==> config.mk <==
export PLATFORM = sky130hd
export DESIGN_NAME = ctl_wr_port
export DESIGN_NICKNAME = d
export VERILOG_FILES = /design/src/rtl/ctl_wr_pkg.sv /design/src/rtl/ctl_wr_sync.sv /design/src/rtl/ctl_wr_deser.sv /design/src/rtl/ctl_wr_regs.sv /design/src/rtl/ctl_wr_port.sv
export SDC_FILE = /design/constraint.sdc
export NUM_CORES = 1
export LEC_CHECK = 0
export BUFFER_PORTS_ARGS = -buffer_cell sky130_fd_sc_hd__buf_2
export CORE_AREA = 2 2 48 50
export DETAILED_ROUTE_END_ITERATION = 12
export DIE_AREA = 0 0 50 52
export GPL_TIMING_DRIVEN = 0
export MAX_ROUTING_LAYER = met4
export PLACE_DENSITY = 0.71
export RECOVER_POWER = 100
export SYNTH_ARGS = -nofsm -noshare
export SYNTH_HDL_FRONTEND = slang
export SYNTH_HIERARCHICAL = 1
export SYNTH_SLANG_ARGS = --single-unit
==> constraint.sdc <==
create_clock -name clk_i -period 1.86 [get_ports clk_i]
set_clock_uncertainty 0.1 [all_clocks]
set_input_delay 0.372 -clock clk_i [delete_from_list [all_inputs] [get_ports clk_i]]
set_output_delay 0.372 -clock clk_i [all_outputs]
set_load 0.01 [all_outputs]
==> src/rtl/ctl_wr_pkg.sv <==
package ctl_wr_pkg;
  localparam int unsigned ADDR_W      = 3;
  localparam int unsigned REG_W       = ADDR_W + 2;
  localparam int unsigned CONV_EDGE   = ADDR_W + 1;
  localparam int unsigned COMMIT_EDGE = REG_W + 1;
  localparam int unsigned STBY_EDGE   = COMMIT_EDGE + 1;
  localparam int unsigned CNT_W       = $clog2(STBY_EDGE + 1);

  typedef struct packed {
    logic [ADDR_W-1:0] addr;
    logic              conv;
    logic              stby;
  } ctl_word_t;
endpackage

==> src/rtl/ctl_wr_sync.sv <==
module ctl_wr_sync #(
  parameter int unsigned       WIDTH   = 3,
  parameter int unsigned       STAGES  = 2,
  parameter logic [WIDTH-1:0]  RST_VAL = '0
) (
  input  logic             clk_i,
  input  logic             rst_ni,
  input  logic [WIDTH-1:0] d_i,
  output logic [WIDTH-1:0] q_o
);
  logic [WIDTH-1:0] stg_q [STAGES];

  for (genvar s = 0; s < STAGES; s++) begin : g_stage
    always_ff @(posedge clk_i or negedge rst_ni) begin
      if (!rst_ni)     stg_q[s] <= RST_VAL;
      else if (s == 0) stg_q[s] <= d_i;
      else             stg_q[s] <= stg_q[(s == 0) ? 0 : s-1];
    end
  end

  assign q_o = stg_q[STAGES-1];
endmodule

==> src/rtl/ctl_wr_deser.sv <==
module ctl_wr_deser
  import ctl_wr_pkg::*;
(
  input  logic      clk_i,
  input  logic      rst_ni,
  input  logic      sclk_i,
  input  logic      frame_ni,
  input  logic      sdata_i,
  output ctl_word_t word_o,
  output logic      commit_o,
  output logic      stby_edge_o,
  output logic      abort_conv_o
);
  logic             sclk_q, frame_q;
  logic [CNT_W-1:0] cnt_q;
  logic [REG_W-1:0] shreg_q;
  logic             fall, active, frame_end, conv_seen;

  assign active    = !frame_ni;
  assign fall      = sclk_q && !sclk_i && active;
  assign frame_end = !frame_q && frame_ni;

  always_ff @(posedge clk_i or negedge rst_ni) begin
    if (!rst_ni) begin
      sclk_q  <= 1'b1;
      frame_q <= 1'b1;
      cnt_q   <= '0;
      shreg_q <= '0;
    end else begin
      sclk_q  <= sclk_i;
      frame_q <= frame_ni;
      if (!active) cnt_q <= '0;
      else if (fall && cnt_q != CNT_W'(STBY_EDGE)) cnt_q <= cnt_q + 1'b1;
      if (fall && cnt_q < CNT_W'(REG_W)) shreg_q <= {shreg_q[REG_W-2:0], sdata_i};
    end
  end

  // conversion bit sits at shreg[0] after 4 edges, shreg[1] after 5
  assign conv_seen = (cnt_q == CNT_W'(CONV_EDGE)     && shreg_q[0]) ||
                     (cnt_q == CNT_W'(CONV_EDGE + 1) && shreg_q[1]);

  assign word_o       = ctl_word_t'(shreg_q);
  assign commit_o     = fall && cnt_q == CNT_W'(COMMIT_EDGE - 1);
  assign stby_edge_o  = fall && cnt_q == CNT_W'(STBY_EDGE - 1);
  assign abort_conv_o = frame_end && conv_seen;
endmodule

==> src/rtl/ctl_wr_regs.sv <==
module ctl_wr_regs
  import ctl_wr_pkg::*;
(
  input  logic              clk_i,
  input  logic              rst_ni,
  input  ctl_word_t         word_i,
  input  logic              commit_i,
  input  logic              stby_edge_i,
  input  logic              abort_conv_i,
  output logic [ADDR_W-1:0] chan_addr_o,
  output logic              conv_ctl_o,
  output logic              standby_o,
  output logic              wr_strobe_o,
  output logic              conv_req_o
);
  logic stby_bit_q;

  always_ff @(posedge clk_i or negedge rst_ni) begin
    if (!rst_ni) begin
      chan_addr_o <= '0;
      conv_ctl_o  <= 1'b0;
      stby_bit_q  <= 1'b0;
      standby_o   <= 1'b0;
      wr_strobe_o <= 1'b0;
      conv_req_o  <= 1'b0;
    end else begin
      wr_strobe_o <= commit_i;
      conv_req_o  <= (commit_i && word_i.conv) || abort_conv_i;
      if (commit_i) begin
        chan_addr_o <= word_i.addr;
        conv_ctl_o  <= word_i.conv;
        stby_bit_q  <= word_i.stby;
        if (!word_i.stby) standby_o <= 1'b0;
      end
      if (stby_edge_i && stby_bit_q) standby_o <= 1'b1;
    end
  end
endmodule

==> src/rtl/ctl_wr_port.sv <==
module ctl_wr_port
  import ctl_wr_pkg::*;
#(
  parameter int unsigned SYNC_STAGES = 2
) (
  input  logic              clk_i,
  input  logic              rst_ni,
  input  logic              sclk_i,
  input  logic              frame_ni,
  input  logic              sdata_i,
  output logic [ADDR_W-1:0] chan_addr_o,
  output logic              conv_ctl_o,
  output logic              standby_o,
  output logic              wr_strobe_o,
  output logic              conv_req_o
);
  logic [2:0] raw, syn;
  ctl_word_t  word;
  logic       commit, stby_edge, abort_conv;

  assign raw = {sdata_i, frame_ni, sclk_i};

  ctl_wr_sync #(.WIDTH(3), .STAGES(SYNC_STAGES), .RST_VAL(3'b011)) u_sync (
    .clk_i, .rst_ni, .d_i(raw), .q_o(syn)
  );

  ctl_wr_deser u_deser (
    .clk_i, .rst_ni,
    .sclk_i(syn[0]), .frame_ni(syn[1]), .sdata_i(syn[2]),
    .word_o(word), .commit_o(commit), .stby_edge_o(stby_edge),
    .abort_conv_o(abort_conv)
  );

  ctl_wr_regs u_regs (
    .clk_i, .rst_ni,
    .word_i(word), .commit_i(commit), .stby_edge_i(stby_edge),
    .abort_conv_i(abort_conv),
    .chan_addr_o, .conv_ctl_o, .standby_o, .wr_strobe_o, .conv_req_o
  );
endmodule

Word level (Yosys, flattened, before mapping)
Cells that the tools add are included.

cells by class
  add/subtract/negate cells = 1
  $lt $le $gt $ge = 1
  equality and inequality tests = 5
  mux-type cells = 5
  reduce and logical (&&, ||, !) cells = 20

operators with widths
  kind                                           number
  logical AND 1 bit                              12
  equality test 3 bit, second input constant     3
  two-way mux 3 bit                              2
  nonzero test 2 bit                             2
  adder 3 x 1 -> 3 bit, second input constant    1
  logical NOT 1 bit                              3
  < comparator 3 bit, second input constant      1
  two-way mux 1 bit                              3
  != test 3 bit, second input constant           1
  logical OR 1 bit                               2
  != test 2 x 1 -> 1 bit, second input constant  1
  AND reduction 2 bit                            1

word-level totals
  register bits after elaboration = 24
  input port bits = 5
  output and inout port bits = 7

Longest topological paths before layout
Gate-level depths: netlist of run 1.

  word-level depth = 7
  mapped depth = 6

By module
The synthesis of run 1 kept the hierarchy.

by module, submodules not included
  module        instances  cells each  area an instance (um2)  seq. area each (um2)
  ctl_wr_deser  1          37          514.2                   252.7
  ctl_wr_regs   1          17          309.0                   200.2
  ctl_wr_sync   1          9           177.7                   155.1

Worst setup path before layout of run 1
Ideal clock, no wire load.

  kind = reg2reg
  start = reg u_deser.sclk_q
  end = reg u_regs.chan_addr_o[0]
  arrival time = 1.354 ns
  required time = 1.635 ns
  path slack = 0.281 ns
  cell stages (with the launch flop) = 5
  buffers on the path = 1
  cell sequence = dfstp_2 -> nor3b_4 -> and3_1 -> buf_6 -> mux2_4

between the ends
  longest elaborated chain between the ends = 3

ends and longest elaborated chain
  element                          line                source
  start, declared                  ctl_wr_deser.sv:14  logic sclk_q, frame_q;
  start signal, assigned           ctl_wr_deser.sv:30  sclk_q <= sclk_i;
  logical AND 1 bit (2 in series)  ctl_wr_deser.sv:20  assign fall = sclk_q && !sclk_i && active;
  logical AND 1 bit                ctl_wr_deser.sv:43  assign commit_o = fall && cnt_q == CNT_W'(COMMIT_EDGE - 1);
  net commit                       ctl_wr_port.sv:19   logic commit, stby_edge, abort_conv;
  end signal, assigned             ctl_wr_regs.sv:30   chan_addr_o <= word_i.addr;
  end, declared                    ctl_wr_regs.sv:10   output logic [ADDR_W-1:0] chan_addr_o,

The timed path passes the listed nets, and every way through them passes these cells.
A chain may end at the register's enable or synchronous reset.

Worst setup path after layout of run 1
  start = reg u_sync.stg_q (netlist bit u_sync/q_o[0])
  end = reg u_regs.chan_addr_o[0]

between the ends
  longest elaborated chain between the ends = 4

ends and longest elaborated chain
  element                          line                source
  start, declared                  ctl_wr_sync.sv:11   logic [WIDTH-1:0] stg_q [STAGES];
  start signal, assigned by index  ctl_wr_sync.sv:16   else if (s == 0) stg_q[s] <= d_i;
  start signal, assigned by index  ctl_wr_sync.sv:17   else stg_q[s] <= stg_q[(s == 0) ? 0 : s-1];
  logical NOT 1 bit                ctl_wr_deser.sv:20
  logical AND 1 bit (2 in series)  ctl_wr_deser.sv:20
  logical AND 1 bit                ctl_wr_deser.sv:43
  net commit                       ctl_wr_port.sv:19

The timed path passes the listed nets, and every way through them passes these cells.

==> results of run 1 <==
registers in the layout, indices dropped and copies added (netlist names), 3 cells and up:
register / count
u_sync/q_o: 3
u_deser/cnt_q: 3
u_regs/chan_addr_o: 3
u_deser/word_o: 5
u_sync/stg_q: 3
power groups by stage:
stage	clock network [mW]	logic, mW	registers [mW]
6_report	0.218	0.0862	0.623
5_1_grt	0.265	0.0997	0.632
3_3_place_gp	0	0.114	0.632
4_1_cts	0.235	0.119	0.628
2_1_floorplan	0	0.0947	0.621
3_5_place_dp	0	0.117	0.638
kinds of logic after synthesis:
group	after synthesis
AND/OR/NAND/NOR	11
XOR/XNOR	1
buffers and inverters	6
adder cells (fa/ha/maj)	5
AO/OA/AOI/OAI	4
multiplexers	12
flip-flops	24
Yosys cell counts:
cell type / number / area share
o21ai_1: 1 / 0.0050
nand2_4: 1 / 0.011
nor3b_2: 1 / 0.012
nand2b_1: 1 / 0.0063
nor3_1: 1 / 0.0050
buf_4: 3 / 0.022
mux2i_1: 2 / 0.020
dfrtp_1: 18 / 0.45
inv_1: 2 / 0.0075
dfstp_2: 6 / 0.16
buf_6: 1 / 0.011
ha_1: 5 / 0.063
xnor2_1: 1 / 0.0088
and3_1: 2 / 0.012
nor3b_4: 1 / 0.019
a22oi_1: 1 / 0.0075
nand2_1: 1 / 0.0037
a22o_1: 1 / 0.0088
nor2_1: 3 / 0.011
a21o_1: 1 / 0.0075
mux2_4: 10 / 0.15
repair_timing:
action | in CTS | in global routing
hold buffers | 1 | 0
resized for setup | 0 | 0
buffers inserted | 0 | 0
endpoints found under the hold margin | 18 | 0
setup endpoints to repair | 0 | 0
worst register-to-register path, cell delays in order (launching register included):
cell	delay [ns]
dfstp_2	0.53
clkbuf_1	0.21
nor3b_4	0.07
and3_1	0.20
buf_6	0.14
mux2_1	0.31
metal layers:
metal  track usage  part of all wire
met1         0.170              0.45
met2         0.204              0.48
met3        0.0603             0.054
met4        0.0417            0.0076
met5             -                 0
final cells by class:
type,count,area [sq um],area share
Sequential cell,24,608,0.566
Buffer,4,30.0,0.0280
Inverter,2,7.51,0.00699
Multi-Input combinational cell,33,310,0.289
Timing Repair Buffer,12,56.3,0.0524
Tap cell,28,35.0,0.0326
Clock buffer,4,26.3,0.0245
final timing paths:
kind                                 start                     to  slack, ns  depth (start not counted)
hold reg to reg            u_sync/stg_q[3]          u_sync/q_o[0]       0.26                          0
setup reg to reg             u_sync/q_o[0]  u_regs/chan_addr_o[0]       0.20                          5
hold / removal                      sclk_i        u_sync/stg_q[3]       0.06                          1
min in group asynchronous           rst_ni     u_regs/wr_strobe_o       0.48                          2
max in group asynchronous           rst_ni          u_sync/q_o[1]       0.79                          2
setup / recovery             u_sync/q_o[0]  u_regs/chan_addr_o[0]       0.20                          5
through the flow:
stage / std cells / hold slack, ns / power [mW] / setup WS [ns] / util
5_1_grt: 107 / 0.00814 / 0.997 / 0.119 / 0.510
2_1_floorplan: 63 / -0.0236 / 0.716 / 0.281 / -
6_report: 107 / 0.0569 / 0.928 / 0.195 / 0.510
3_5_place_dp: 102 / 0.236 / 0.755 / 0.194 / 0.518
4_1_cts: 107 / 0.0400 / 0.982 / 0.180 / 0.535
3_3_place_gp: 102 / 0.231 / 0.746 / 0.218 / 0.518
==> results.toml, run 1 <==
[synthesis]
synth_cells = 63
syn_avg_cell_area_sq_um = 15.9
synth-adder-area-share = 0.0625
syn_area_sq_mm = 0.00100
yosys-mux-area-fraction = 0.170
synthXorXnorAreaFrac = 0.00875
synth_top_family_by_area = "multiplexers"
yosys_register_bits = 24
ys_types = 21
synth_compound_area_frac = 0.0288
synth_warnings = 6
ys_seq_area_frac = 0.608
syn_nets = 73
synthSimpleGateAreaFrac = 0.0813

[timing]
fmax_mhz = 601
rsz0062_at_grt = "false"
relSlewSlack = 0.618
hold_violations = 0
min_period_ns = 1.66
setup_violations = 0
drv_slew = 0
final.period_utilization = 0.895
worstMarginPinSlew_ns = 0.573
tns_ns = 0

[clocking]
clkSlewWorstSetupHoldPaths_ns = 0.11
cts_root_buf = "clkbuf_4"
clock_latency_ns = 0.30
clk_path_buf_depth = 2
tritoncts = "yes"
htree_levels = 1
clock-sinks = 24
numCtsBuffers = 3

[placement]
dpl-instance-area_sq_mm = 0.00109
hpwl_um = 936
port_buffers = 11
gp_congestion = 0.725

[outcome]
status = "completed"

[die]
die_area_sq_mm = 0.00260
die_x_um = 50
initial_core_util = 0.475
chipHeight_um = 52
io_pins = 12
core_sq_mm = 0.00211
row_count = 17

[critical_path]
cp-start-kind = "flop"
end_kind = "flop"
critPathTopFamily = "flip-flops"
path_cells = "clkbuf_1, nor3b_4, and3_1, buf_6, mux2_1"
crit_required_ns = 1.95
worst_path_max_delay_cell = "dfstp_2"
worstPathMaxFanout = 7
slowest_delay_ns = 0.53
crit_buf_inv = 2
critical_path_class = "flop to flop"
worstPathArrival_ns = 1.76

[final_layout]
layout-drive-gt1-share = 0.241
layout_common_cells = "dfrtp_1, clkbuf_1, mux2_1"
diodes = 0
nets = 90
layout_commonest_cell = "dfrtp_1"
stdcell_area_sq_mm = 0.00107
area_growth_pct = 7.25
fill_cells = 194

[routing]
drt-initial-drc-count = 4
viasPerCell = 4.64
wl_per_cell_um = 12.4
first_pass_iters = 2
drt-total-wl_um = 1320
drc = 0
ant_nets = 0
vias = 497

[grt]
grt_first_pass_wirelength_um = 2520
track_usage = 0.138
grt_pass1_vias = 544
antenna_found_initial = 0
grt_overflow = 0
grt_max_degree = 25

[power_and_ir_drop]
p_sw_uw = 214
vdd_drop_max_uv = 469
power_switching_share = 0.231
p_comb_frac = 0.093
seqPwrFrac = 0.672
intPower_uw = 713
p_per_area_mw_per_mm2 = 864
power_leakage_nw = 0.522
clock_power_share = 0.235

[hold_path]
hold_path.class = "primary input to flop"

[job]
max_cap_viol_count = 0
Note: power is estimated with default switching activity, not from simulation.
==> run 2, diff against run 1 <==
- CORE_AREA: 2 2 48 50 -> 2 2 47 49
- DIE_AREA: 0 0 50 52 -> 0 0 49 51
- PLACE_DENSITY: 0.71 -> 0.74
==> run 2 against run 1 <==
- worst hold slack got worse by 0.0071 ns
- total power increased by 16%
- critical endpoint unchanged
- fmax decreased by 0.64%
- critical path depth unchanged
- largest cell class unchanged
==> results.toml, run 2 (synthesis results as in run 1) <==
[clocking]
numCtsBuffers = 3
clk_path_buf_depth = 2
clock-sinks = 24
htree_levels = 1
clkSlewWorstSetupHoldPaths_ns = 0.13
post_cts_resized = 0
cts_root_buf = "clkbuf_4"
clock_latency_ns = 0.30
tritoncts = "yes"

[die]
io_pins = 12
die_x_um = 49
core_sq_mm = 0.00206
chipHeight_um = 51
row_count = 17
die_area_sq_mm = 0.00250
initial_core_util = 0.485

[routing]
viasPerCell = 4.75
first_pass_iters = 2
drt-total-wl_um = 1290
vias = 508
wl_per_cell_um = 12.1
ant_nets = 0
drt-initial-drc-count = 4
drc = 0

[timing]
relSlewSlack = 0.627
hold_violations = 0
worstMarginPinSlew_ns = 0.560
rsz0062_at_grt = "false"
min_period_ns = 1.68
drv_slew = 0
whs_ns = 0.0497
fmax_mhz = 597
final.period_utilization = 0.901
fin_ws_ns = 0.184
tns_ns = 0
setup_violations = 0

[grt]
grt_pass1_vias = 490
grt_overflow = 0
antenna_found_initial = 0
track_usage = 0.129
grt_first_pass_wirelength_um = 2280
grt_max_degree = 25

[critical_path]
critical_path_class = "flop to flop"
worstPathMaxFanout = 7
cp-start-kind = "flop"
worstPathArrival_ns = 1.78
end_kind = "flop"
crit_required_ns = 1.96

[placement]
gp_congestion = 0.705
port_buffers = 11
dpl_worst_slack_ns = 0.198

[final_layout]
layout_commonest_cell = "dfrtp_1"
area_growth_pct = 9.87
layout-drive-gt1-share = 0.253
nets = 90
layout_common_cells = "dfrtp_1, mux2_1, clkbuf_1"
largest_register_ffs = 5
diodes = 0

[power_and_ir_drop]
p_per_area_mw_per_mm2 = 980
power_leakage_nw = 0.535
vdd_drop_max_uv = 480

[job]
max_cap_viol_count = 0

[hold_path]
hold_path.class = "primary input to flop"

[outcome]
status = "completed"
-- run 2: changes by cell type in the layout (fill, tap and decap cells not counted), sizes merged --
| cell | before | now |
|---|---|---|
| bufinv | 0 | 1 |
| clkbuf | 13 | 12 |
-- run 2: per-stage QoR --
step                 util  power [mW]  cells  area [sq um]
floorplan               -       0.716     63          1000
detailed placement  0.529       0.756    102          1090
global route        0.533        1.13    107          1100
CTS                 0.559        1.13    107          1150
finish              0.533        1.08    107          1100
global placement    0.529       0.746    102          1090
-- run 2: worst max-delay path, cell delays in order, from the launching register on --
cell	delay, ns
dfstp_2	0.53
clkbuf_1	0.21
nor3b_4	0.07
and3_1	0.21
buf_6	0.14
mux2_1	0.31
-- run 2: final timing paths --
| path | endpoint | cells past startpoint | slack (ns) | startpoint |
|---|---|---|---|---|
| max | u_regs/chan_addr_o[0] | 5 | 0.18 | u_sync/q_o[0] |
| min in group asynchronous | u_regs/stby_bit_q | 2 | 0.47 | rst_ni |
| max in group asynchronous | u_sync/q_o[1] | 2 | 0.82 | rst_ni |
| min | u_sync/stg_q[4] | 1 | 0.05 | frame_ni |
| min reg2reg | u_sync/q_o[0] | 0 | 0.27 | u_sync/stg_q[3] |
| max reg2reg | u_regs/chan_addr_o[0] | 5 | 0.18 | u_sync/q_o[0] |
-- run 2: routing by layer --
metal / wire, um / up-vias / track usage / part of all wire
li1: - / 241 / - / -
met1: 633 / 253 / 0.161 / 0.49
met2: 604 / 12 / 0.199 / 0.47
met3: 46 / 2 / 0.0351 / 0.036
met4: 9 / 0 / 0.0571 / 0.0070
met5: 0 / - / - / 0
-- run 2: cell type report --
class                      count  area, sq um
tap                           28         35.0
timing repair buffer          12         56.3
sequential                    24          608
clock inverter                 1         30.0
fill                         182          963
buffer                         4         30.0
clock buffer                   3         22.5
inverter                       2         7.51
multi-input combinational     33          310
-- run 2: power by group --
| part | internal [mW] | total (mW) | switching (mW) |
|---|---|---|---|
| clock | 0.218 | 0.365 | 0.147 |
| sequential | 0.580 | 0.624 | 0.0441 |
| combinational | 0.0526 | 0.0878 | 0.0352 |
| total | 0.851 | 1.08 | 0.227 |
-- run 2: what timing repair did --
item                      CTS  global route
hold buffers                1             0
hold endpoints to repair   18             0
setup buffers               0             0
==> run 3, diff against run 2 <==
- PLACE_DENSITY: 0.74 -> 0.71
==> run 3 against run 2 <==
- global-route usage increased by 0.78 points
- largest power group unchanged
- sequential power about the same
- fmax decreased by 3.7%
- non-clock buffer count unchanged
- via count decreased by 0.98%
- critical endpoint is now u_deser/cnt_q[2]
- wire length increased by 5.0%
- core utilization unchanged
- critical path depth unchanged
- clock power about the same
- combinational power increased by 2.5%
- final area unchanged
- first-iteration DRC count decreased by 50%
==> results.toml, run 3 (synthesis results as in run 1) <==
[critical_path]
reg2reg_depth = 5
worstPathArrival_ns = 1.85
startpoint = "u_deser/cnt_q[0]"
crit_required_ns = 1.97
worstPathMaxFanout = 5
r2r_start = "u_deser/cnt_q[0]"
end_kind = "flop"
regToRegSetupSlack_ns = 0.12
cp-start-kind = "flop"
critical_path_class = "flop to flop"
reg2reg_to = "u_deser/cnt_q[2]"

[power_and_ir_drop]
vdd_drop_max_uv = 634
p_per_area_mw_per_mm2 = 982
power_leakage_nw = 0.535

[timing]
hold_violations = 0
worstMarginPinSlew_ns = 0.572
relSlewSlack = 0.619
final.period_utilization = 0.935
rsz0062_at_grt = "false"
min_period_ns = 1.74
tns_ns = 0
drv_slew = 0
setup_violations = 0
fmax_mhz = 575

[die]
io_pins = 12
die_x_um = 49
core_sq_mm = 0.00206
row_count = 17
initial_core_util = 0.485
die_area_sq_mm = 0.00250
chipHeight_um = 51

[clocking]
cts_setup_buffers = 0
clock-sinks = 24
clk_path_buf_depth = 2
tritoncts = "yes"
clkSlewWorstSetupHoldPaths_ns = 0.13
cts_root_buf = "clkbuf_4"
numCtsBuffers = 3
clock_latency_ns = 0.31
htree_levels = 1

[grt]
grt_pass1_vias = 526
grt_overflow = 0
grt_first_pass_wirelength_um = 2440
track_usage = 0.137
antenna_found_initial = 0
grt_max_degree = 25

[final_layout]
stdcell_area_sq_mm = 0.00110
nets = 90
layout_commonest_cell = "dfrtp_1"
fill_cells = 189
layout_common_cells = "dfrtp_1, mux2_1, clkbuf_1"
largest_register_ffs = 5
diodes = 0
final_core_util = 0.533
layout-drive-gt1-share = 0.253
area_growth_pct = 9.87

[job]
max_cap_viol_count = 0

[routing]
drc = 0
first_pass_iters = 4
drt-initial-drc-count = 2
vias = 503
ant_nets = 0
wl_per_cell_um = 12.7
viasPerCell = 4.70
drt-total-wl_um = 1360

[placement]
gp_congestion = 0.795
port_buffers = 11
dpl-instance-area_sq_mm = 0.00109

[outcome]
status = "completed"

[hold_path]
hold_path.class = "primary input to flop"
hold_depth = 1
min-delay-start = "frame_ni"
holdPathEnd = "u_sync/stg_q[4]"
==> run 3: cell counts in the layout (fill, tap and decap cells not counted) <==
No cell type changed its count.
==> run 3: worst max path at each step <==
stage	to	slack (ns)	cells after the start
after global routing	u_deser/cnt_q[2]	0.09	5
after detailed placement	u_deser/cnt_q[2]	0.20	5
after floorplan	u_regs/chan_addr_o[0]	0.28	4
final	u_deser/cnt_q[2]	0.12	5
after global placement	u_regs/chan_addr_o[0]	0.22	5
after CTS	u_deser/cnt_q[2]	0.13	5
==> run 3: worst max-delay path, stage by stage (launching register included) <==
cell,delay (ns)
dfrtp_1,0.46
ha_1,0.22
ha_1,0.19
nor3b_2,0.34
mux2i_1,0.27
nor2_1,0.06
==> run 3: layout make-up <==
cell class	instances	area, sq um	area share
flip-flops and latches	24	608	0.553
multi-input cells	33	310	0.282
repair buffers	12	56.3	0.0512
well taps	28	35.0	0.0319
clock inverters	1	30.0	0.0273
plain buffers	4	30.0	0.0273
clock buffers	3	22.5	0.0205
inverters	2	7.51	0.00683
==> run 3: routing by layer <==
layer  global-route usage  vias to the layer above  wire [um]
li1                     -                      241          -
met1                0.168                      248        621
met2                0.217                       12        671
met3               0.0351                        2         50
met4               0.0571                        0         17
met5                    -                        -          0
==> run 3: report_power, final <==
group | switching, mW | leakage [nW] | internal [mW] | total (mW)
clock | 0.150 | 0.0279 | 0.218 | 0.368
combinational | 0.0397 | 0.207 | 0.0503 | 0.0900
sequential | 0.0424 | 0.300 | 0.580 | 0.623
==> run 3: timing repair <==
item,CTS,global route
hold endpoints to repair,18,0
gates resized for setup,0,0
hold buffers,1,0
endpoints found under the setup margin,0,0
==> run 3: through the flow <==
stage	power, mW	worst slack [ns]	hold WS, ns	cells
global route	1.13	0.0901	0.0204	107
CTS	1.13	0.130	0.0303	107
detailed placement	0.759	0.201	0.242	102
global placement	0.746	0.217	0.233	102
finish	1.08	0.120	0.0434	107
floorplan	0.716	0.281	-0.0236	63
